==> src/rtl/timer_pkg.sv <==
`timescale 1ns/1ps
package timer_pkg;

  // Byte offsets inside one channel window
  localparam logic [5:0] OFS_FLAG   = 6'h00;
  localparam logic [5:0] OFS_MODE   = 6'h04;
  localparam logic [5:0] OFS_START  = 6'h08;
  localparam logic [5:0] OFS_RUN    = 6'h10;
  localparam logic [5:0] OFS_RELOAD = 6'h14;
  localparam logic [5:0] OFS_COUNT  = 6'h18;
  localparam logic [5:0] OFS_CLEAR  = 6'h20;
  localparam logic [5:0] OFS_MASK   = 6'h24;

  // Write strobes from the bus control to one channel datapath
  typedef struct packed {
    logic mode;
    logic start;
    logic run;
    logic reload;
    logic clear;
    logic mask;
  } chanWr_t;

endpackage

==> src/rtl/timer_chan_dp.sv <==
`timescale 1ns/1ps
module timer_chan_dp
  import timer_pkg::*;
#(
  parameter int CNT_W    = 32,
  parameter int CLR_BUSY = 2
) (
  input  logic             clk,
  input  logic             rstN,
  input  chanWr_t          wr,
  input  logic [CNT_W-1:0] wdata,
  output logic [CNT_W-1:0] startVal,
  output logic [CNT_W-1:0] countVal,
  output logic             singleMode,
  output logic             running,
  output logic             eventFlag,
  output logic             clrBusy,
  output logic             masked,
  output logic             irq
);

  localparam int BUSY_W = $clog2(CLR_BUSY + 1);
  localparam logic [CNT_W-1:0] ONE = CNT_W'(1);

  logic [BUSY_W-1:0] busyCnt;
  logic clrAccept;
  logic startEdge;
  logic timeout;

  assign clrAccept = wr.clear & wdata[0] & ~clrBusy;
  assign startEdge = wr.run & wdata[0] & ~running;
  assign timeout   = running & (countVal == ONE) & ~wr.reload;
  assign clrBusy   = (busyCnt != '0);
  assign irq       = eventFlag & ~masked;

  // configuration bits
  always_ff @(posedge clk or negedge rstN) begin
    if (!rstN) begin
      startVal   <= '0;
      singleMode <= 1'b0;
      running    <= 1'b0;
      masked     <= 1'b0;
    end else begin
      if (wr.start) startVal   <= wdata;
      if (wr.mode)  singleMode <= wdata[0];
      if (wr.run)   running    <= wdata[0];
      if (wr.mask)  masked     <= wdata[0];
    end
  end

  // live counter
  always_ff @(posedge clk or negedge rstN) begin
    if (!rstN) begin
      countVal <= '0;
    end else if (wr.reload || startEdge) begin
      countVal <= startVal;
    end else if (running) begin
      if (countVal == ONE || countVal == '0)
        countVal <= singleMode ? '0 : startVal;
      else
        countVal <= countVal - ONE;
    end
  end

  // event flag and clear handshake
  always_ff @(posedge clk or negedge rstN) begin
    if (!rstN) begin
      eventFlag <= 1'b0;
      busyCnt   <= '0;
    end else begin
      if (timeout)        eventFlag <= 1'b1;
      else if (clrAccept) eventFlag <= 1'b0;
      if (clrAccept)      busyCnt <= BUSY_W'(CLR_BUSY);
      else if (clrBusy)   busyCnt <= busyCnt - 1'b1;
    end
  end

  assert_dec_step_R2: assert property (@(posedge clk) disable iff (!rstN)
    (running && countVal > ONE && !wr.reload) |=> countVal == $past(countVal) - ONE);

  assert_wrap_R3: assert property (@(posedge clk) disable iff (!rstN)
    (running && !singleMode && countVal == ONE && !wr.reload) |=> countVal == $past(startVal));

  assert_single_stop_R4: assert property (@(posedge clk) disable iff (!rstN)
    (running && singleMode && countVal <= ONE && !wr.reload) |=> countVal == '0);

  assert_reload_copy_R5: assert property (@(posedge clk) disable iff (!rstN)
    wr.reload |=> countVal == $past(startVal));

  assert_flag_sticky_R6: assert property (@(posedge clk) disable iff (!rstN)
    (eventFlag && !(wr.clear && wdata[0])) |=> eventFlag);

  assert_busy_start_R7: assert property (@(posedge clk) disable iff (!rstN)
    clrAccept |=> clrBusy);

  assert_busy_ignore_R8: assert property (@(posedge clk) disable iff (!rstN)
    (clrBusy && eventFlag) |=> eventFlag);

  assert_timeout_wins_R13: assert property (@(posedge clk) disable iff (!rstN)
    timeout |=> eventFlag);

endmodule

==> src/rtl/timer_apb_ctrl.sv <==
`timescale 1ns/1ps
module timer_apb_ctrl
  import timer_pkg::*;
#(
  parameter int NUM_CH = 4,
  parameter int CNT_W  = 32,
  parameter int ADDR_W = 8
) (
  input  logic                         clk,
  input  logic                         rstN,
  input  logic                         psel,
  input  logic                         penable,
  input  logic                         pwrite,
  input  logic [ADDR_W-1:0]            paddr,
  input  logic [NUM_CH-1:0][CNT_W-1:0] startVals,
  input  logic [NUM_CH-1:0][CNT_W-1:0] countVals,
  input  logic [NUM_CH-1:0]            modeBits,
  input  logic [NUM_CH-1:0]            runBits,
  input  logic [NUM_CH-1:0]            flagBits,
  input  logic [NUM_CH-1:0]            busyBits,
  input  logic [NUM_CH-1:0]            maskBits,
  output chanWr_t [NUM_CH-1:0]         strobes,
  output logic [CNT_W-1:0]             prdata
);

  localparam int WIN_W    = 6;
  localparam int CH_IDX_W = (NUM_CH > 1) ? $clog2(NUM_CH) : 1;
  localparam int SEL_HI   = WIN_W + CH_IDX_W;

  logic [WIN_W-1:0]    ofs;
  logic [CH_IDX_W-1:0] chIdx;
  logic upperZero;
  logic chanOk;
  logic hit;
  logic wrAcc;

  assign ofs   = paddr[WIN_W-1:0];
  assign chIdx = paddr[WIN_W +: CH_IDX_W];
  assign wrAcc = psel & penable & pwrite;

  generate
    if (ADDR_W > SEL_HI) begin : g_upper
      assign upperZero = (paddr[ADDR_W-1:SEL_HI] == '0);
    end else begin : g_noUpper
      assign upperZero = 1'b1;
    end
    if (NUM_CH == (1 << CH_IDX_W)) begin : g_fullIdx
      assign chanOk = 1'b1;
    end else begin : g_partIdx
      assign chanOk = (chIdx < CH_IDX_W'(NUM_CH));
    end
  endgenerate

  assign hit = upperZero & chanOk;

  always_comb begin
    strobes = '0;
    if (wrAcc && hit) begin
      for (int c = 0; c < NUM_CH; c++) begin
        if (chIdx == CH_IDX_W'(c)) begin
          case (ofs)
            OFS_MODE:   strobes[c].mode   = 1'b1;
            OFS_START:  strobes[c].start  = 1'b1;
            OFS_RUN:    strobes[c].run    = 1'b1;
            OFS_RELOAD: strobes[c].reload = 1'b1;
            OFS_CLEAR:  strobes[c].clear  = 1'b1;
            OFS_MASK:   strobes[c].mask   = 1'b1;
            default: ;
          endcase
        end
      end
    end
  end

  always_comb begin
    prdata = '0;
    if (psel && !pwrite && hit) begin
      case (ofs)
        OFS_FLAG:  prdata[0]   = flagBits[chIdx];
        OFS_MODE:  prdata[0]   = modeBits[chIdx];
        OFS_START: prdata      = startVals[chIdx];
        OFS_RUN:   prdata[0]   = runBits[chIdx];
        OFS_COUNT: prdata      = countVals[chIdx];
        OFS_CLEAR: prdata[1:0] = {busyBits[chIdx], flagBits[chIdx]};
        OFS_MASK:  prdata[0]   = maskBits[chIdx];
        default: ;
      endcase
    end
  end

  assert_one_target_R1: assert property (@(posedge clk) disable iff (!rstN)
    $onehot0(strobes));

  assert_read_no_write_R12: assert property (@(posedge clk) disable iff (!rstN)
    (psel && !pwrite) |-> (strobes == '0));

endmodule

==> src/rtl/apb_multi_timer.sv <==
`timescale 1ns/1ps
module apb_multi_timer
  import timer_pkg::*;
#(
  parameter int NUM_CH   = 4,
  parameter int CNT_W    = 32,
  parameter int ADDR_W   = 8,
  parameter int CLR_BUSY = 2
) (
  input  logic              pclk,
  input  logic              presetn,
  input  logic              psel,
  input  logic              penable,
  input  logic              pwrite,
  input  logic [ADDR_W-1:0] paddr,
  input  logic [CNT_W-1:0]  pwdata,
  output logic [CNT_W-1:0]  prdata,
  output logic [NUM_CH-1:0] irq
);

  chanWr_t [NUM_CH-1:0]         strobes;
  logic [NUM_CH-1:0][CNT_W-1:0] startVals;
  logic [NUM_CH-1:0][CNT_W-1:0] countVals;
  logic [NUM_CH-1:0]            modeBits;
  logic [NUM_CH-1:0]            runBits;
  logic [NUM_CH-1:0]            flagBits;
  logic [NUM_CH-1:0]            busyBits;
  logic [NUM_CH-1:0]            maskBits;

  timer_apb_ctrl #(
    .NUM_CH(NUM_CH), .CNT_W(CNT_W), .ADDR_W(ADDR_W)
  ) u_ctrl (
    .clk(pclk), .rstN(presetn),
    .psel(psel), .penable(penable), .pwrite(pwrite), .paddr(paddr),
    .startVals(startVals), .countVals(countVals),
    .modeBits(modeBits), .runBits(runBits), .flagBits(flagBits),
    .busyBits(busyBits), .maskBits(maskBits),
    .strobes(strobes), .prdata(prdata)
  );

  generate
    for (genvar c = 0; c < NUM_CH; c++) begin : g_chan
      timer_chan_dp #(
        .CNT_W(CNT_W), .CLR_BUSY(CLR_BUSY)
      ) u_chan (
        .clk(pclk), .rstN(presetn),
        .wr(strobes[c]), .wdata(pwdata),
        .startVal(startVals[c]), .countVal(countVals[c]),
        .singleMode(modeBits[c]), .running(runBits[c]),
        .eventFlag(flagBits[c]), .clrBusy(busyBits[c]),
        .masked(maskBits[c]), .irq(irq[c])
      );

      assert_irq_needs_flag_R9: assert property (@(posedge pclk) disable iff (!presetn)
        irq[c] |-> (flagBits[c] && !maskBits[c]));
    end
  endgenerate

endmodule

==> config.mk <==
export PLATFORM = sky130hd
export DESIGN_NAME = apb_multi_timer
export DESIGN_NICKNAME = d
export VERILOG_FILES = /design/src/rtl/timer_pkg.sv /design/src/rtl/timer_chan_dp.sv /design/src/rtl/timer_apb_ctrl.sv /design/src/rtl/apb_multi_timer.sv
export SDC_FILE = /design/constraint.sdc
export NUM_CORES = 1
export LEC_CHECK = 0
export BUFFER_PORTS_ARGS = -buffer_cell sky130_fd_sc_hd__buf_4
export CAP_MARGIN = 20
export CORE_MARGIN = 5
export CORE_UTILIZATION = 35
export DETAILED_ROUTE_END_ITERATION = 10
export SYNTH_ARGS = -nofsm -noshare
export SYNTH_HDL_FRONTEND = slang
export SYNTH_SLANG_ARGS = --single-unit
==> constraint.sdc <==
create_clock -name pclk -period 3.84 [get_ports pclk]
set_clock_uncertainty 0.2 [all_clocks]
set_input_delay 0.192 -clock pclk [delete_from_list [all_inputs] [get_ports pclk]]
set_output_delay 0.192 -clock pclk [all_outputs]
set_load 0.005 [all_outputs]
## After elaboration in Yosys (flattened, before gate mapping)

Cells that the tools add are included.

| cells by class | value |
|---|---|
| bitwise logic cells | 46 |
| equal/unequal tests | 14 |
| order comparisons | 1 |
| add/subtract/negate cells | 8 |
| multiplexer cells | 61 |
| reductions and logical operators | 33 |

Operators with widths:

| cell | count |
|---|---|
| 32-bit 2-to-1 mux | 19 |
| 32-bit binary-select mux with 2-bit select | 2 |
| 32-bit by 1-bit == test with 1-bit output, second input constant | 4 |
| 32-bit zero test | 4 |
| 32-bit by 1-bit subtractor with 32-bit output, second input constant | 4 |
| 30-bit one-hot mux with 2 select lines | 1 |
| 2-bit nonzero test | 16 |
| 1-bit bitwise AND | 30 |
| 24-bit 2-to-1 mux | 1 |
| 6-bit 2-to-1 mux | 4 |
| 1-bit 2-to-1 mux | 19 |
| 6-bit by 5-bit == test with 1-bit output, second input constant | 3 |
| 2-bit 2-to-1 mux | 8 |
| 1-bit inverter | 16 |
| 6-bit == test, second input constant | 2 |
| 1-bit binary-select mux with 2-bit select | 5 |
| 1-bit logical OR | 8 |
| 2-bit by 1-bit subtractor with 2-bit output, second input constant | 4 |
| 6-bit by 3-bit == test with 1-bit output, second input constant | 1 |
| 6-bit by 4-bit == test with 1-bit output, second input constant | 1 |
| 6-bit zero test | 1 |
| 1-bit one-hot mux with 6 select lines | 1 |
| 2-bit == test, second input constant | 2 |
| 2-bit by 3-bit less-than comparator with 1-bit output, second input constant | 1 |
| 6 further kinds | 6 |

| storage, ports and cells | value |
|---|---|
| flip-flop bits (word level) | 280 |
| output and inout bits | 36 |
| bits of input ports | 45 |

## Longest topological paths before layout

| logic depth | value |
|---|---|
| depth after elaboration | 8 |
| depth in mapped cells | 10 |
| gate-level depth less buffers | 8 |

## Hierarchy

A second synthesis with hierarchy kept.

| unflattened totals | value |
|---|---|
| cells, all modules | 1554 |
| area, all modules | 16677.2 um^2 |

By module, submodules not included:

| module | seq. area each (um^2) | instances | cells each | area each (um^2) |
|---|---|---|---|---|
| timer_chan_dp (g_chan[1].u_chan ...) | 1751.7 | 2 | 332 | 3493.4 |
| timer_chan_dp (g_chan[3].u_chan) | 1751.7 | 1 | 343 | 3626.0 |
| timer_chan_dp (g_chan[0].u_chan) | 1751.7 | 1 | 331 | 3539.6 |
| timer_apb_ctrl | 0.0 | 1 | 216 | 2524.9 |

## Least setup slack after synthesis

Ideal clock, no wire load.

| timing | value |
|---|---|
| path kind | register to register |
| start point | reg g_chan[3].u_chan.countVal[9] |
| end point | reg g_chan[3].u_chan.countVal[21] |
| path slack | 0.982 ns |
| data required time | 3.573 ns |
| arrival time | 2.591 ns |
| path buffers | 3 |
| cell stages (with the launch flop) | 10 |
| library setup time | 0.067 ns |
| cells stage by stage | dfrtp_1 or4_1 buf_2 or3_1 buf_6 or3_4 o31ai_4 buf_6 a22oi_1 nand2_1 |

| on the way | value |
|---|---|
| word-level cells in the longest chain between the ends | 5 |

RTL lines:

| what | line | source |
|---|---|---|
| start, declared | timer_chan_dp.sv:13 | `output logic [CNT_W-1:0] countVal,` |
| start signal, assigned | timer_chan_dp.sv:56 | `countVal <= startVal;` |
| start signal, assigned | timer_chan_dp.sv:59 | `countVal <= singleMode ? '0 : startVal;` |
| start signal, assigned | timer_chan_dp.sv:61 | `countVal <= countVal - ONE;` |
| branches (longest 2 deep; another with 32-bit by 1-bit subtractor with 32-bit output) | - |  |
| 32-bit 2-to-1 mux (*) | timer_chan_dp.sv:58 | `if (countVal == ONE \|\| countVal == '0)` |
| 32-bit 2-to-1 mux (*) | timer_chan_dp.sv:57 | `end else if (running) begin` |
| 32-bit 2-to-1 mux (*) | timer_chan_dp.sv:55 | `end else if (wr.reload \|\| startEdge) begin` |

Mark *: on every way between the ends. The select of a mux whose other input is x is not followed.
A chain may end at the register's enable or synchronous reset.

## Worst setup path in the final report

| timing | value |
|---|---|
| start point | reg g_chan[3].u_chan.countVal[25] |
| end point | reg g_chan[3].u_chan.countVal[29] |

The elaborated chain is that of the path after synthesis.

==> results.cfg <==
[synthesis]
synth_fa_ha_area_frac = 0.009236
synth-main-ff-cell = dfrtp_1
yosysTopAreaCellShare = 0.4310
synth_edf_count = 0
synth_top_area_cell = dfrtp_1
synth_top_family_by_area = multiplexers
synthesis.instances = 1502
synth_fp_nets = 1559
syn_area_per_cell_sq_um = 10.82
yosys_warnings = 0
yosysMostFrequentCell = dfrtp_1
async_flop_share = 1.000
ys_types = 77
synth_common_cells = dfrtp_1, mux2_2, nand2_1, nor2_1, nor3_1
synth_xor_xnor_area_share = 0.0005388
synthSimpleGateAreaFrac = 0.1646
yosysSeqAreaShare = 0.4310
syn-cell-area_sq_um = 16260
synth.area.top_cells = dfrtp_1, mux2_2, mux4_2
yosys_register_bits = 280
synthMuxAreaShare = 0.2153
synth_compound_area_frac = 0.1455

[global_routing]
gr-usage-all-layers = 0.2391
antenna_found_initial = 2
grt_max_degree = 112
grt_pass1_wl_mm = 92.67
grt_pass1_vias = 14070
gr-total-overflow = 0

[drt]
wl_per_cell_um = 26.97
routed_wl_mm = 61.24
vias_per_cell = 6.258
drtIter0Drc = 1376
drc = 0
first_pass_iters = 6
drtAntennaViolNets = 0
vias = 14210

[cts]
clk_latency_ns = 0.55
cts_max_level = 2
cts.path.max_buffers = 3
cts_resized = 0
cts.sinks = 280
cts_buffers = 34
cts_root_buf = clkbuf_16
clk_pin_slew_ns = 0.06
cts_tree = yes

[floorplanning]
chipHeight_um = 225.5
core_sq_um = 46260
ios = 81
die_x_um = 225.5
die_area_sq_um = 50860
initial_core_util = 0.3514
rows = 79

[timing]
hold_slack_ns = 0.07066
rsz0062_at_grt = false
tightest_slew_ns = 1.135
fmaxAchievable_mhz = 291.7
slew_headroom = 0.2365
finalCriticalPeriod_ns = 3.429
hold_viol = 0
setup_viol = 0
final.setup.worst_slack_ns = 0.4114
setup_tns_ns = 0
timing.final.crit_share = 0.8929
maxSlewViolCount = 0

[layout]
final_core_util = 0.4186
nNetsFinal = 1696
drive_above_1_share = 0.2760
nFillCells = 4462
area_growth_pct = 19.11

[run]
maxCapViolations = 0

[outcome]
status = finished, final reports clean

[setup_path]
critical_path.max_fanout = 32
cp.arrival_ns = 3.70
startpoint_type = flip-flop
cp.required_ns = 4.11
end_kind = flip-flop
critPathKind = flip-flop to flip-flop

[power]
p_total_uw = 9346
p_per_area_nw_per_um2 = 482.6
p_leak_uw = 0.008619
ir_drop_v = 0.0004097

[place]
port_buffers = 80
pre_cts_ws_ns = 0.5176
place_hpwl_mm = 44.17
gp_congestion = 0.9799

[worst_hold_path]
hp-class = input pin to flip-flop
state kept, by name, indices dropped and copies added (netlist names):
register	cells
g_chan.u_chan.busyCnt	8
g_chan.u_chan.singleMode	4
g_chan.u_chan.running	4
g_chan.u_chan.countVal	128
g_chan.u_chan.eventFlag	4
g_chan.u_chan.startVal	128
g_chan.u_chan.masked	4
per-layer routing:
| layer | part of all wire | global-route usage |
|---|---|---|
| met1 | 0.42 | 0.3289 |
| met4 | 0.038 | 0.08727 |
| met2 | 0.46 | 0.3811 |
| met5 | 0.00023 | 0 |
| met3 | 0.081 | 0.04220 |
worst max-delay path, stage by stage, from the launching register on:
cell and delay [ns]:
dfrtp_1 0.42, nor4_1 0.59, nand4_1 0.60, or3_4 0.58, o31ai_4 0.21, buf_4 0.46
and2_1 0.20, a211o_1 0.09
timing repair:
| item | CTS | global route |
|---|---|---|
| endpoints found under the setup margin | 0 | 0 |
| hold buffers | 35 | 0 |
| hold endpoints to repair | 249 | 0 |
| setup buffers | 0 | 0 |
through the flow:
stage                     instance area [sq um]  cells
after floorplan                           16260   1502
after global placement                    17870   2174
after detailed placement                  17870   2175
after CTS                                 19360   2270
after global routing                      19360   2270
final                                     19360   2271
worst paths after layout:
| kind | from | endpoint | slack, ns | depth (start not counted) |
|---|---|---|---|---|
| max | g_chan[3].u_chan.countVal[25] | g_chan[3].u_chan.countVal[29] | 0.41 | 7 |
| min | paddr[3] | g_chan[0].u_chan.singleMode | 0.07 | 6 |
| max reg2reg | g_chan[3].u_chan.countVal[25] | g_chan[3].u_chan.countVal[29] | 0.41 | 7 |
| min reg2reg | g_chan[1].u_chan.busyCnt[0] | g_chan[1].u_chan.busyCnt[0] | 0.28 | 1 |
| max in group asynchronous | presetn | g_chan[0].u_chan.startVal[17] | 2.27 | 3 |
| min in group asynchronous | presetn | g_chan[2].u_chan.startVal[27] | 0.09 | 2 |
cells by family (layout without fill, tap and decap cells):
group / count (synthesis) / after routing
mux: 246 / 246
fa+ha+maj: 12 / 12
compound gates: 310 / 310
xor+xnor: 1 / 1
simple gates: 526 / 526
other cells: 0 / 1
flops: 280 / 280
buf+inv: 127 / 288
placed cells by master, fill, tap and decap left out, drive strengths merged, types with 37 or more instances in the layout:
master  count
a221o      59
buf       162
clkbuf     47
dfrtp     280
mux2      140
mux2i      37
mux4       69
nand2     130
nand3      43
nor2      109
nor3       75
o21ai      78
area by class of cell:
cell class | count | area [sq um] | share of cell area
flip-flops and latches | 280 | 7007 | 0.3619
inverters | 31 | 116.4 | 0.006009
multi-input cells | 1095 | 8732 | 0.4510
clock buffers | 47 | 991.0 | 0.05118
clock inverters | 13 | 146.4 | 0.007560
well taps | 607 | 759.5 | 0.03922
repair buffers | 197 | 1609 | 0.08310
diodes | 1 | 2.502 | 0.0001292
power breakdown:
part	switching, uW	internal (uW)
Clock	1340	2010
Sequential	328	3180
Combinational	1600	893
Note: power is estimated with default switching activity, not from simulation.
